`src/rtl/acs_pkg.sv`:
```
package acs_pkg;
  localparam int SUB_W   = 4;  // register selector width in the subaddress byte
  localparam int INC_BIT = 4;  // auto-increment flag position in the subaddress byte

  typedef enum logic [2:0] {
    S_IDLE,
    S_ADDR,
    S_SUB,
    S_DATA,
    S_READ,
    S_SKIP
  } bus_st_e;
endpackage

```
`src/rtl/acs_bus_sync.sv`:
```
module acs_bus_sync #(
  parameter int STAGES = 2
) (
  input  logic clk,
  input  logic rst,
  input  logic scl_i,
  input  logic sda_i,
  input  logic pin_n_i,
  output logic scl_s,
  output logic sda_s,
  output logic pin_s,
  output logic scl_rise,
  output logic scl_fall,
  output logic start_det,
  output logic stop_det
);
  logic [STAGES-1:0] scl_ff, sda_ff, pin_ff;
  logic scl_q, sda_q;

  always_ff @(posedge clk) begin
    if (rst) begin
      scl_ff <= '1;
      sda_ff <= '1;
      pin_ff <= '1;
      scl_q  <= 1'b1;
      sda_q  <= 1'b1;
    end else begin
      scl_ff <= {scl_ff[STAGES-2:0], scl_i};
      sda_ff <= {sda_ff[STAGES-2:0], sda_i};
      pin_ff <= {pin_ff[STAGES-2:0], pin_n_i};
      scl_q  <= scl_ff[STAGES-1];
      sda_q  <= sda_ff[STAGES-1];
    end
  end

  assign scl_s     = scl_ff[STAGES-1];
  assign sda_s     = sda_ff[STAGES-1];
  assign pin_s     = pin_ff[STAGES-1];
  assign scl_rise  = scl_s & ~scl_q;
  assign scl_fall  = ~scl_s & scl_q;
  assign start_det = scl_s & scl_q & sda_q & ~sda_s;
  assign stop_det  = scl_s & scl_q & ~sda_q & sda_s;
endmodule

```
`src/rtl/acs_regbank.sv`:
```
module acs_regbank #(
  parameter int          NREG    = 9,
  parameter int          DW      = 8,
  parameter int          AW      = 4,
  parameter logic [7:0]  RST_VAL = 8'hFE
) (
  input  logic               clk,
  input  logic               rst,
  input  logic               wr_en,
  input  logic [AW-1:0]      wr_addr,
  input  logic [DW-1:0]      wr_data,
  output logic [NREG*DW-1:0] regs_o
);
  for (genvar i = 0; i < NREG; i++) begin : g_reg
    always_ff @(posedge clk) begin
      if (rst)
        regs_o[i*DW +: DW] <= DW'(RST_VAL);
      else if (wr_en && wr_addr == AW'(i))
        regs_o[i*DW +: DW] <= wr_data;
    end
  end

  // no write may target a register beyond the last one
  a_r4_write_in_range: assert property (@(posedge clk) disable iff (rst)
    wr_en |-> (wr_addr <= AW'(NREG-1)));
endmodule

```
`src/rtl/audio_ctl_i2c_slave.sv`:
```
module audio_ctl_i2c_slave #(
  parameter logic [6:0] DEV_ADDR    = 7'b1000100,
  parameter int         NREG        = 9,
  parameter int         DW          = 8,
  parameter int         SYNC_STAGES = 2
) (
  input  logic               clk,
  input  logic               rst,
  input  logic               scl_i,
  input  logic               sda_i,
  output logic               sda_oe_o,
  input  logic               smute_n_i,
  input  logic               smute_act_i,
  input  logic               zc_muted_i,
  output logic [NREG*DW-1:0] regs_o,
  output logic               smute_req_o
);
  import acs_pkg::*;

  localparam int                CW       = $clog2(DW + 2);
  localparam logic [CW-1:0]     BYTE_END = CW'(DW);
  localparam logic [CW-1:0]     ACK_END  = CW'(DW + 1);
  localparam logic [SUB_W-1:0]  LAST     = SUB_W'(NREG - 1);
  localparam int                MUTE_BIT = (NREG - 1) * DW;

  logic scl_s, sda_s, pin_s, scl_rise, scl_fall, start_det, stop_det;

  acs_bus_sync #(.STAGES(SYNC_STAGES)) u_sync (
    .clk(clk), .rst(rst), .scl_i(scl_i), .sda_i(sda_i), .pin_n_i(smute_n_i),
    .scl_s(scl_s), .sda_s(sda_s), .pin_s(pin_s), .scl_rise(scl_rise),
    .scl_fall(scl_fall), .start_det(start_det), .stop_det(stop_det)
  );

  bus_st_e          st;
  logic [CW-1:0]    cnt;
  logic [DW-1:0]    sh, rd_sh;
  logic             oe, rw, inc, ptr_ok;
  logic [SUB_W-1:0] ptr;
  logic             wr_en;
  logic [SUB_W-1:0] wr_addr;
  logic [DW-1:0]    wr_data;
  logic [DW-1:0]    status;

  assign status = {{(DW-3){1'b0}}, smute_act_i, zc_muted_i, 1'b0};

  always_ff @(posedge clk) begin
    if (rst) begin
      st <= S_IDLE; cnt <= '0; sh <= '0; rd_sh <= '0; oe <= 1'b0; rw <= 1'b0;
      inc <= 1'b0; ptr_ok <= 1'b0; ptr <= '0;
      wr_en <= 1'b0; wr_addr <= '0; wr_data <= '0;
    end else begin
      wr_en <= 1'b0;
      if (start_det) begin
        st <= S_ADDR; cnt <= '0; oe <= 1'b0; ptr_ok <= 1'b0;
      end else if (stop_det) begin
        st <= S_IDLE; cnt <= '0; oe <= 1'b0;
      end else if (st != S_IDLE && st != S_SKIP) begin
        if (scl_rise) begin
          if (cnt == BYTE_END) begin
            cnt <= ACK_END;
            if (st == S_READ && sda_s) st <= S_SKIP;  // master NACK
          end else begin
            sh  <= {sh[DW-2:0], sda_s};
            cnt <= cnt + 1'b1;
          end
        end else if (scl_fall) begin
          if (cnt == BYTE_END) begin
            case (st)
              S_ADDR:
                if (sh[DW-1:1] == DEV_ADDR) begin oe <= 1'b1; rw <= sh[0]; end
                else st <= S_SKIP;
              S_SUB:
                if (sh[SUB_W-1:0] <= LAST) begin
                  oe <= 1'b1; ptr <= sh[SUB_W-1:0]; inc <= sh[INC_BIT]; ptr_ok <= 1'b1;
                end else st <= S_SKIP;
              S_DATA:
                if (ptr_ok) begin
                  oe <= 1'b1; wr_en <= 1'b1; wr_addr <= ptr; wr_data <= sh;
                  if (inc) begin
                    if (ptr == LAST) ptr_ok <= 1'b0;
                    else             ptr    <= ptr + 1'b1;
                  end
                end else st <= S_SKIP;
              default: oe <= 1'b0;  // read: release for the master's ack bit
            endcase
          end else if (cnt == ACK_END) begin
            cnt <= '0;
            oe  <= 1'b0;
            case (st)
              S_ADDR:
                if (rw) begin st <= S_READ; rd_sh <= status; oe <= ~status[DW-1]; end
                else st <= S_SUB;
              S_SUB:  st <= S_DATA;
              S_READ: begin rd_sh <= status; oe <= ~status[DW-1]; end
              default: ;
            endcase
          end else if (st == S_READ && cnt != '0) begin
            oe    <= ~rd_sh[DW-2];
            rd_sh <= {rd_sh[DW-2:0], 1'b0};
          end
        end
      end
    end
  end

  assign sda_oe_o = oe;

  acs_regbank #(.NREG(NREG), .DW(DW), .AW(SUB_W), .RST_VAL(8'hFE)) u_regs (
    .clk(clk), .rst(rst), .wr_en(wr_en), .wr_addr(wr_addr),
    .wr_data(wr_data), .regs_o(regs_o)
  );

  always_ff @(posedge clk) begin
    if (rst) smute_req_o <= 1'b0;
    else     smute_req_o <= regs_o[MUTE_BIT] | ~pin_s;
  end

  // once the transfer is being ignored the line is never pulled
  a_r1_silent_when_skipping: assert property (@(posedge clk) disable iff (rst)
    (st == S_SKIP) |-> !oe);
  // a STOP always returns the slave to idle with SDA released
  a_r2_stop_to_idle: assert property (@(posedge clk) disable iff (rst)
    stop_det |=> (st == S_IDLE && !oe));
  // the register pointer never leaves the map while it is valid
  a_r3_ptr_in_map: assert property (@(posedge clk) disable iff (rst)
    ptr_ok |-> (ptr <= LAST));
  // in write phases the line is pulled only right after the eighth bit
  a_r10_ack_slot_start: assert property (@(posedge clk) disable iff (rst)
    ($rose(oe) && st != S_READ) |-> (cnt == BYTE_END));
  // and released only when the ninth clock ends or the bus resets
  a_r10_ack_slot_end: assert property (@(posedge clk) disable iff (rst)
    ($fell(oe) && st != S_READ) |-> (cnt == '0));
  // a low pin forces the request on the following cycle
  a_r9_pin_forces_mute: assert property (@(posedge clk) disable iff (rst)
    !pin_s |=> smute_req_o);
endmodule

```
`config.mk`:
```
export PLATFORM = sky130hd
export DESIGN_NAME = audio_ctl_i2c_slave
export DESIGN_NICKNAME = d
export VERILOG_FILES = /design/src/rtl/acs_pkg.sv /design/src/rtl/acs_bus_sync.sv /design/src/rtl/acs_regbank.sv /design/src/rtl/audio_ctl_i2c_slave.sv
export SDC_FILE = /design/constraint.sdc
export NUM_CORES = 1
export LEC_CHECK = 0
export BUFFER_PORTS_ARGS = -buffer_cell sky130_fd_sc_hd__buf_2
export CORE_MARGIN = 4
export CORE_UTILIZATION = 45
export CTS_CLUSTER_DIAMETER = 50
export CTS_CLUSTER_SIZE = 16
export DETAILED_ROUTE_END_ITERATION = 10
export GPL_TIMING_DRIVEN = 1
export PLACE_DENSITY = 0.7
export SYNTH_ARGS = -nofsm -noshare
export SYNTH_HDL_FRONTEND = slang
export SYNTH_SLANG_ARGS = --single-unit
```
`constraint.sdc`:
```
create_clock -name clk -period 1.8 [get_ports clk]
set_clock_uncertainty 0.1 [all_clocks]
set_input_delay 0 -clock clk [delete_from_list [all_inputs] [get_ports clk]]
set_output_delay 0 -clock clk [all_outputs]
set_load 0.02 [all_outputs]
```
==> results.cfg, run 1 <==
[finish]
postLayoutCoreUtil_pct = 62.2
nNetsFinal = 735
antennaDiodeCount = 0
finalNonFillerCells = 875
num-fill-cells = 948
syn2layout_area_growth_pct = 34.9
drive_gt1_share_pct = 31.8

[global_route]
grt.total_usage_pct = 19.8
grt_first_pass_wirelength_um = 21000
grt_pass1_vias = 4323
antenna_found_initial = 0
grt-ovfl-total = 0
grt_max_degree = 65

[critical_path]
critPathRequiredTime_ps = 2030
crit_type = reg2reg
arrival_ps = 2100
crit_path_end_kind = flop
cp-start-kind = flop
critPathMaxFanout = 4

[detailed_routing]
dr.pass1.iters = 4
vias_per_cell = 5.33
routedWlPerCell_um = 15.3
drc_errors = 0
ant_nets = 0
via_count = 4667
wirelength_um = 13400
drt_iter0_drc = 383

[synth]
synth-seq-cells = 123
syn_nets = 606
synthArstFlopShare_pct = 0
ys.flop_type = dfxtp_1
netlist_area_um2 = 5270
yosysSeqAreaShare_pct = 46.7
postSynthCellCount = 590
synth_warnings = 0
yosysUniqueCellTypes = 55
synth_edf_count = 0
syn_area_per_cell_um2 = 8.93

[placed_design]
portBuffers = 80
place.gp.congestion = 0.947
hpwl_um = 8940
place_inst = 828

[floorplanning]
die-area_um2 = 13500
die_w_um = 116
die_y_um = 116
fp.coreArea_um2 = 11400
num_rows = 39
initial_core_util_pct = 46.1
io_pins = 81

[sta]
rsz0062_at_grt = yes
drv_slew = 0
maxSlewHeadroom_pct = 61.9
tightestPinTransition_ps = 567
min_period_ps = 1870
finalSetupViolCount = 9
period_share_pct = 104
fmax_mhz = 534
setup_slack_ps = -71.5
hold_viol = 0

[clock_tree]
cts_sinks = 123
cts_tree = done
ctsHtreeMaxLevel = 4
insertion_delay_ps = 420
cts_root_buffer = clkbuf_16
cts_made_buffers = 17
cts_buffer_depth = 2
clkTransAtPathRegs_ps = 60

[status]
violations = negative setup slack
status = finished with violations

[power]
power_leakage_uw = 0.00279
peakVddDrop_v = 0.000622
p_per_area_nw_per_um2 = 937

[run]
cap_violations = 0

[min_path]
holdCritPathClass = in2reg
-- flip-flops by register name, indices dropped and copies added, names as in the netlist, 2 cells and up --
register	count
cnt	4
ptr	4
rd_sh	6
sh	8
st	3
u_regs.regs_o	72
u_sync.pin_ff	2
u_sync.scl_ff	2
u_sync.sda_ff	2
wr_addr	4
wr_data	8
-- critical path: stages, from the launching register on --
cell,delay (ps)
dfxtp_4,350
inv_2,40
ha_4,160
and4bb_1,260
and4_1,230
nand3_2,110
or3b_1,390
a31oi_1,140
-- layout by cell type (no fill, tap or decap), types with 7 or more instances in the layout --
master,count
clkbuf_16,17
nand2b_1,7
nor2_1,32
a21oi_1,31
a211o_1,44
buf_4,56
dfxtp_1,117
mux2i_1,19
buf_2,81
nand2_1,96
inv_1,17
nand3b_1,26
or2_2,8
nor2b_1,37
-- cell type report --
| type | instances | area [um^2] | share of cell area, % |
|---|---|---|---|
| Multi-Input combinational cell | 406 | 2720 | 38.3 |
| Sequential cell | 123 | 2470 | 34.8 |
| Inverter | 20 | 77.6 | 1.09 |
| Timing Repair Buffer | 151 | 993 | 14.0 |
| Clock inverter | 15 | 234 | 3.29 |
| Clock buffer | 17 | 425 | 5.99 |
| Tap cell | 143 | 179 | 2.52 |
-- timing repair --
item	4_1_cts	5_1_grt
hold buffers	6	0
hold endpoints to repair	11	0
gates resized for setup	18	23
pin swaps	4	6
gates cloned	1	0
setup endpoints to repair	35	34
setup buffers	4	4
-- Yosys cell counts (all sizes together) (7+ instances only) --
library cell | count | area [um^2]
a211o | 44 | 385
ha | 9 | 113
buf | 12 | 60.1
nand2 | 96 | 360
nor2b | 38 | 238
nand2b | 7 | 43.8
dfxtp | 123 | 2460
nor3 | 8 | 55.1
mux2i | 19 | 190
nand3 | 9 | 55.1
nor2 | 33 | 124
inv | 20 | 75.1
a21oi | 33 | 165
nand3b | 26 | 195
or2 | 12 | 75.1
o21ai | 8 | 40.0
clkbuf | 29 | 109
-- path summary, 6_finish.rpt --
check | start | to | slack, ps | cells past startpoint
hold / removal | sda_i | u_sync.sda_ff[0] | 200 | 3
hold reg to reg | u_sync.sda_ff[0] | u_sync.sda_ff[1] | 310 | 1
setup / recovery | u_sync.scl_q | ptr[0] | -70 | 7
setup reg to reg | u_sync.scl_q | ptr[0] | -70 | 7
-- power by group --
part / internal [uW] / total, uW / leakage (uW) / switching, uW
logic: 66.1 / 146 / 0.00147 / 79.5
registers: 2730 / 2730 / 0.000997 / 4.38
clock network: 2480 / 3780 / 0.000323 / 1300
-- layer usage --
metal	part of all wire (%)	track usage (%)	up-vias	wire, um
met1	44	24.8	2226	5860
met2	50	32.8	122	6660
li1	-	-	2301	-
met4	1.1	7.27	0	150
met3	5.7	5.34	18	760
met5	0	0	-	0
-- logic make-up after synthesis --
logic type	Yosys count	share of synthesized area (%)
compound gates	113	15.5
fa+ha+maj	9	2.14
mux	21	4.04
simple gates	261	26.4
buf+inv	61	4.63
xor+xnor	2	0.475
flops	123	46.7
-- stage by stage --
| step | TNS (ps) | area (um^2) | total power [uW] | worst slack (ps) | hold WS, ps |
|---|---|---|---|---|---|
| detailed placement | -1510 | 6160 | 2920 | -96.8 | 85.4 |
| finish | -239 | 7110 | 6660 | -71.5 | 201 |
| global route | -1310 | 7110 | 6860 | -144 | 215 |
| floorplan | -31.9 | 5310 | 2870 | -31.9 | 3.81 |
| global placement | -546 | 6160 | 2920 | -68.6 | 86.0 |
| CTS | -229 | 6980 | 6710 | -71.2 | 178 |
Power figures use the tool's default switching activity.
==> run 2: changes to the inputs <==
--- a/config.mk
+++ b/config.mk
@@ -5,6 +5,7 @@
 export SDC_FILE = /design/constraint.sdc
 export NUM_CORES = 1
 export LEC_CHECK = 0
+export ABC_AREA = 1
 export BUFFER_PORTS_ARGS = -buffer_cell sky130_fd_sc_hd__buf_2
 export CORE_MARGIN = 4
 export CORE_UTILIZATION = 45
@@ -12,6 +13,7 @@
 export CTS_CLUSTER_SIZE = 16
 export DETAILED_ROUTE_END_ITERATION = 10
 export GPL_TIMING_DRIVEN = 1
+export HOLD_SLACK_MARGIN = 0.08
 export PLACE_DENSITY = 0.7
 export SYNTH_ARGS = -nofsm -noshare
 export SYNTH_HDL_FRONTEND = slang
==> results.cfg, run 2 <==
[status]
status = complete, no violations

[finish]
postLayoutCoreUtil_pct = 59.0
finish.instance_area_um2 = 6510
drive_gt1_share_pct = 23.2
final_cell_mix = 207 x nand2_1, 117 x dfxtp_1, 86 x nand3_1
finalNonFillerCells = 945
nNetsFinal = 808
syn2layout_area_growth_pct = 26.1
top_register = u_regs.regs_o
largest_registers = u_regs.regs_o (72), sh (8), wr_data (8)
largest_reg_flops = 72
antennaDiodeCount = 0
mostFrequentLayoutCell = nand2_1
num-fill-cells = 993

[synth]
synth_top_area_share_pct = 47.7
postSynthCellCount = 696
synthArstFlopShare_pct = 0
synth_edf_count = 0
synth_warnings = 0
netlist_top_cells_count = 208 x nand2_1, 123 x dfxtp_1, 87 x nand3_1, 66 x nor2_1, 49 x inv_1
syn_nets = 712
yosysSeqAreaShare_pct = 47.7
yosysUniqueCellTypes = 39
netlist_area_um2 = 5160
synth_area_leaders = dfxtp_1 48%, nand2_1 15%, nand3_1 8.4%, nor2_1 4.8%, inv_1 3.6%
ys.flop_type = dfxtp_1
synth-seq-cells = 123
syn_area_per_cell_um2 = 7.41
synth_area_leader_cell = dfxtp_1
yosysMostFrequentCell = nand2_1

[detailed_routing]
wirelength_um = 13000
drt_iter0_drc = 409
dr.pass1.iters = 5
ant_nets = 0
drc_errors = 0
routedWlPerCell_um = 13.7
vias_per_cell = 5.09
via_count = 4812

[critical_path]
crit_chain = inv_4 -> ha_4 -> nand3_4 -> nor2_4 -> nand3_4 -> inv_6 -> o21ai_0 -> a21oi_1
crit_slowest_cell = dfxtp_4
critPathMaxFanout = 18
cpLargestDelayFamily = simple AND/OR/NAND/NOR gates
max_stage_delay_ps = 360
cp-start-kind = flop
crit_path_end_kind = flop
critPathRequiredTime_ps = 2040
cp_num_buf_inv = 2
arrival_ps = 1930
cp_common_cell = nand3_4
crit_type = reg2reg

[power]
power_leakage_uw = 0.00292
peakVddDrop_v = 0.000675
p_per_area_nw_per_um2 = 991

[global_route]
antenna_found_initial = 0
grt-ovfl-total = 0
grt_pass1_vias = 4460
grt_first_pass_wirelength_um = 21100
grt.total_usage_pct = 20.1
grt_use_met3_pct = 4.95
grt_max_degree = 56
top_usage_layer = met2
use_met2_pct = 31.4
use_met1_pct = 26.1

[placed_design]
place.gp.congestion = 0.939
place_worst_setup_slack_ps = -16.0
postPlaceCellArea_um2 = 5700
place_inst = 903
hpwl_um = 8920
portBuffers = 80

[clock_tree]
cts_sinks = 123
cts_root_buffer = clkbuf_16
clkTransAtPathRegs_ps = 60
cts_made_buffers = 17
cts_buffer_depth = 2
ctsHtreeMaxLevel = 4
insertion_delay_ps = 410
cts_tree = done

[sta]
fmax_mhz = 592
min_period_ps = 1690
drv_slew = 0
setup_slack_ps = 110
period_share_pct = 93.9
tightestPinTransition_ps = 597
maxSlewHeadroom_pct = 60.1
hold_viol = 0
whs_ps = 314
finalSetupViolCount = 0

[floorplanning]
initial_core_util_pct = 46.8
die_y_um = 115
fp.coreArea_um2 = 11000
io_pins = 81
num_rows = 38
die-area_um2 = 13200
die_w_um = 115

[run]
cap_violations = 0

[min_path]
holdCritPathClass = reg2reg
run 2: routing by layer:
| metal | vias up | wire, um |
|---|---|---|
| met5 | - | 0 |
| met4 | 0 | 214 |
| met3 | 18 | 707 |
| met2 | 137 | 6110 |
| met1 | 2223 | 5950 |
| li1 | 2434 | - |
run 2: cell families (layout without fill, tap and decap cells):
group | after synthesis | after routing | share of synthesized area (%)
simple gates | 405 | 405 | 34.8
flops | 123 | 123 | 47.7
xor+xnor | 3 | 3 | 0.509
fa+ha+maj | 9 | 9 | 2.18
compound gates | 74 | 74 | 7.54
buf+inv | 82 | 191 | 7.27
run 2: power breakdown:
part           switching [uW]  internal [uW]  leakage, uW
combinational            83.2           51.9      0.00162
clock                    1220           2360     0.000302
sequential               4.96           2730     0.000998
total                    1310           5150      0.00292
run 2: metrics by stage:
stage | setup TNS, ps | power, uW
4_1_cts | 0 | 6490
5_1_grt | -39.4 | 6640
6_report | 0 | 6450
3_5_place_dp | -27.5 | 2910
3_3_place_gp | 0 | 2910
2_1_floorplan | 0 | 2870
run 2: area by class of cell:
cell class / count / area [um^2] / area share, %
well taps: 140 / 175 / 2.69
multi-input cells: 491 / 2390 / 36.7
inverters: 57 / 226 / 3.48
repair buffers: 102 / 613 / 9.42
clock buffers: 23 / 498 / 7.65
clock inverters: 9 / 135 / 2.08
flip-flops and latches: 123 / 2470 / 38.0
run 2: worst reg2reg max path, stage by stage (launching register included):
cell and delay [ps]:
dfxtp_4 360, inv_4 60, ha_4 150, nand3_4 160
nor2_4 180, nand3_4 140, inv_6 160, o21ai_0 110
a21oi_1 180
run 2: path summary, 6_finish.rpt:
path | from | end | depth (start not counted) | slack, ps
setup / recovery | cnt[1] | wr_data[0] | 8 | 110
setup reg to reg | cnt[1] | wr_data[0] | 8 | 110
hold / removal | u_sync.scl_ff[0] | u_sync.scl_ff[1] | 1 | 310
hold reg to reg | u_sync.scl_ff[0] | u_sync.scl_ff[1] | 1 | 310
run 2: timing repair:
action / 4_1_cts / 5_1_grt
setup endpoints to repair: 5 / 33
resized for setup: 2 / 27
hold buffers: 9 / 0
setup buffers: 0 / 1
pin swaps: 0 / 6
endpoints found under the hold margin: 24 / 0
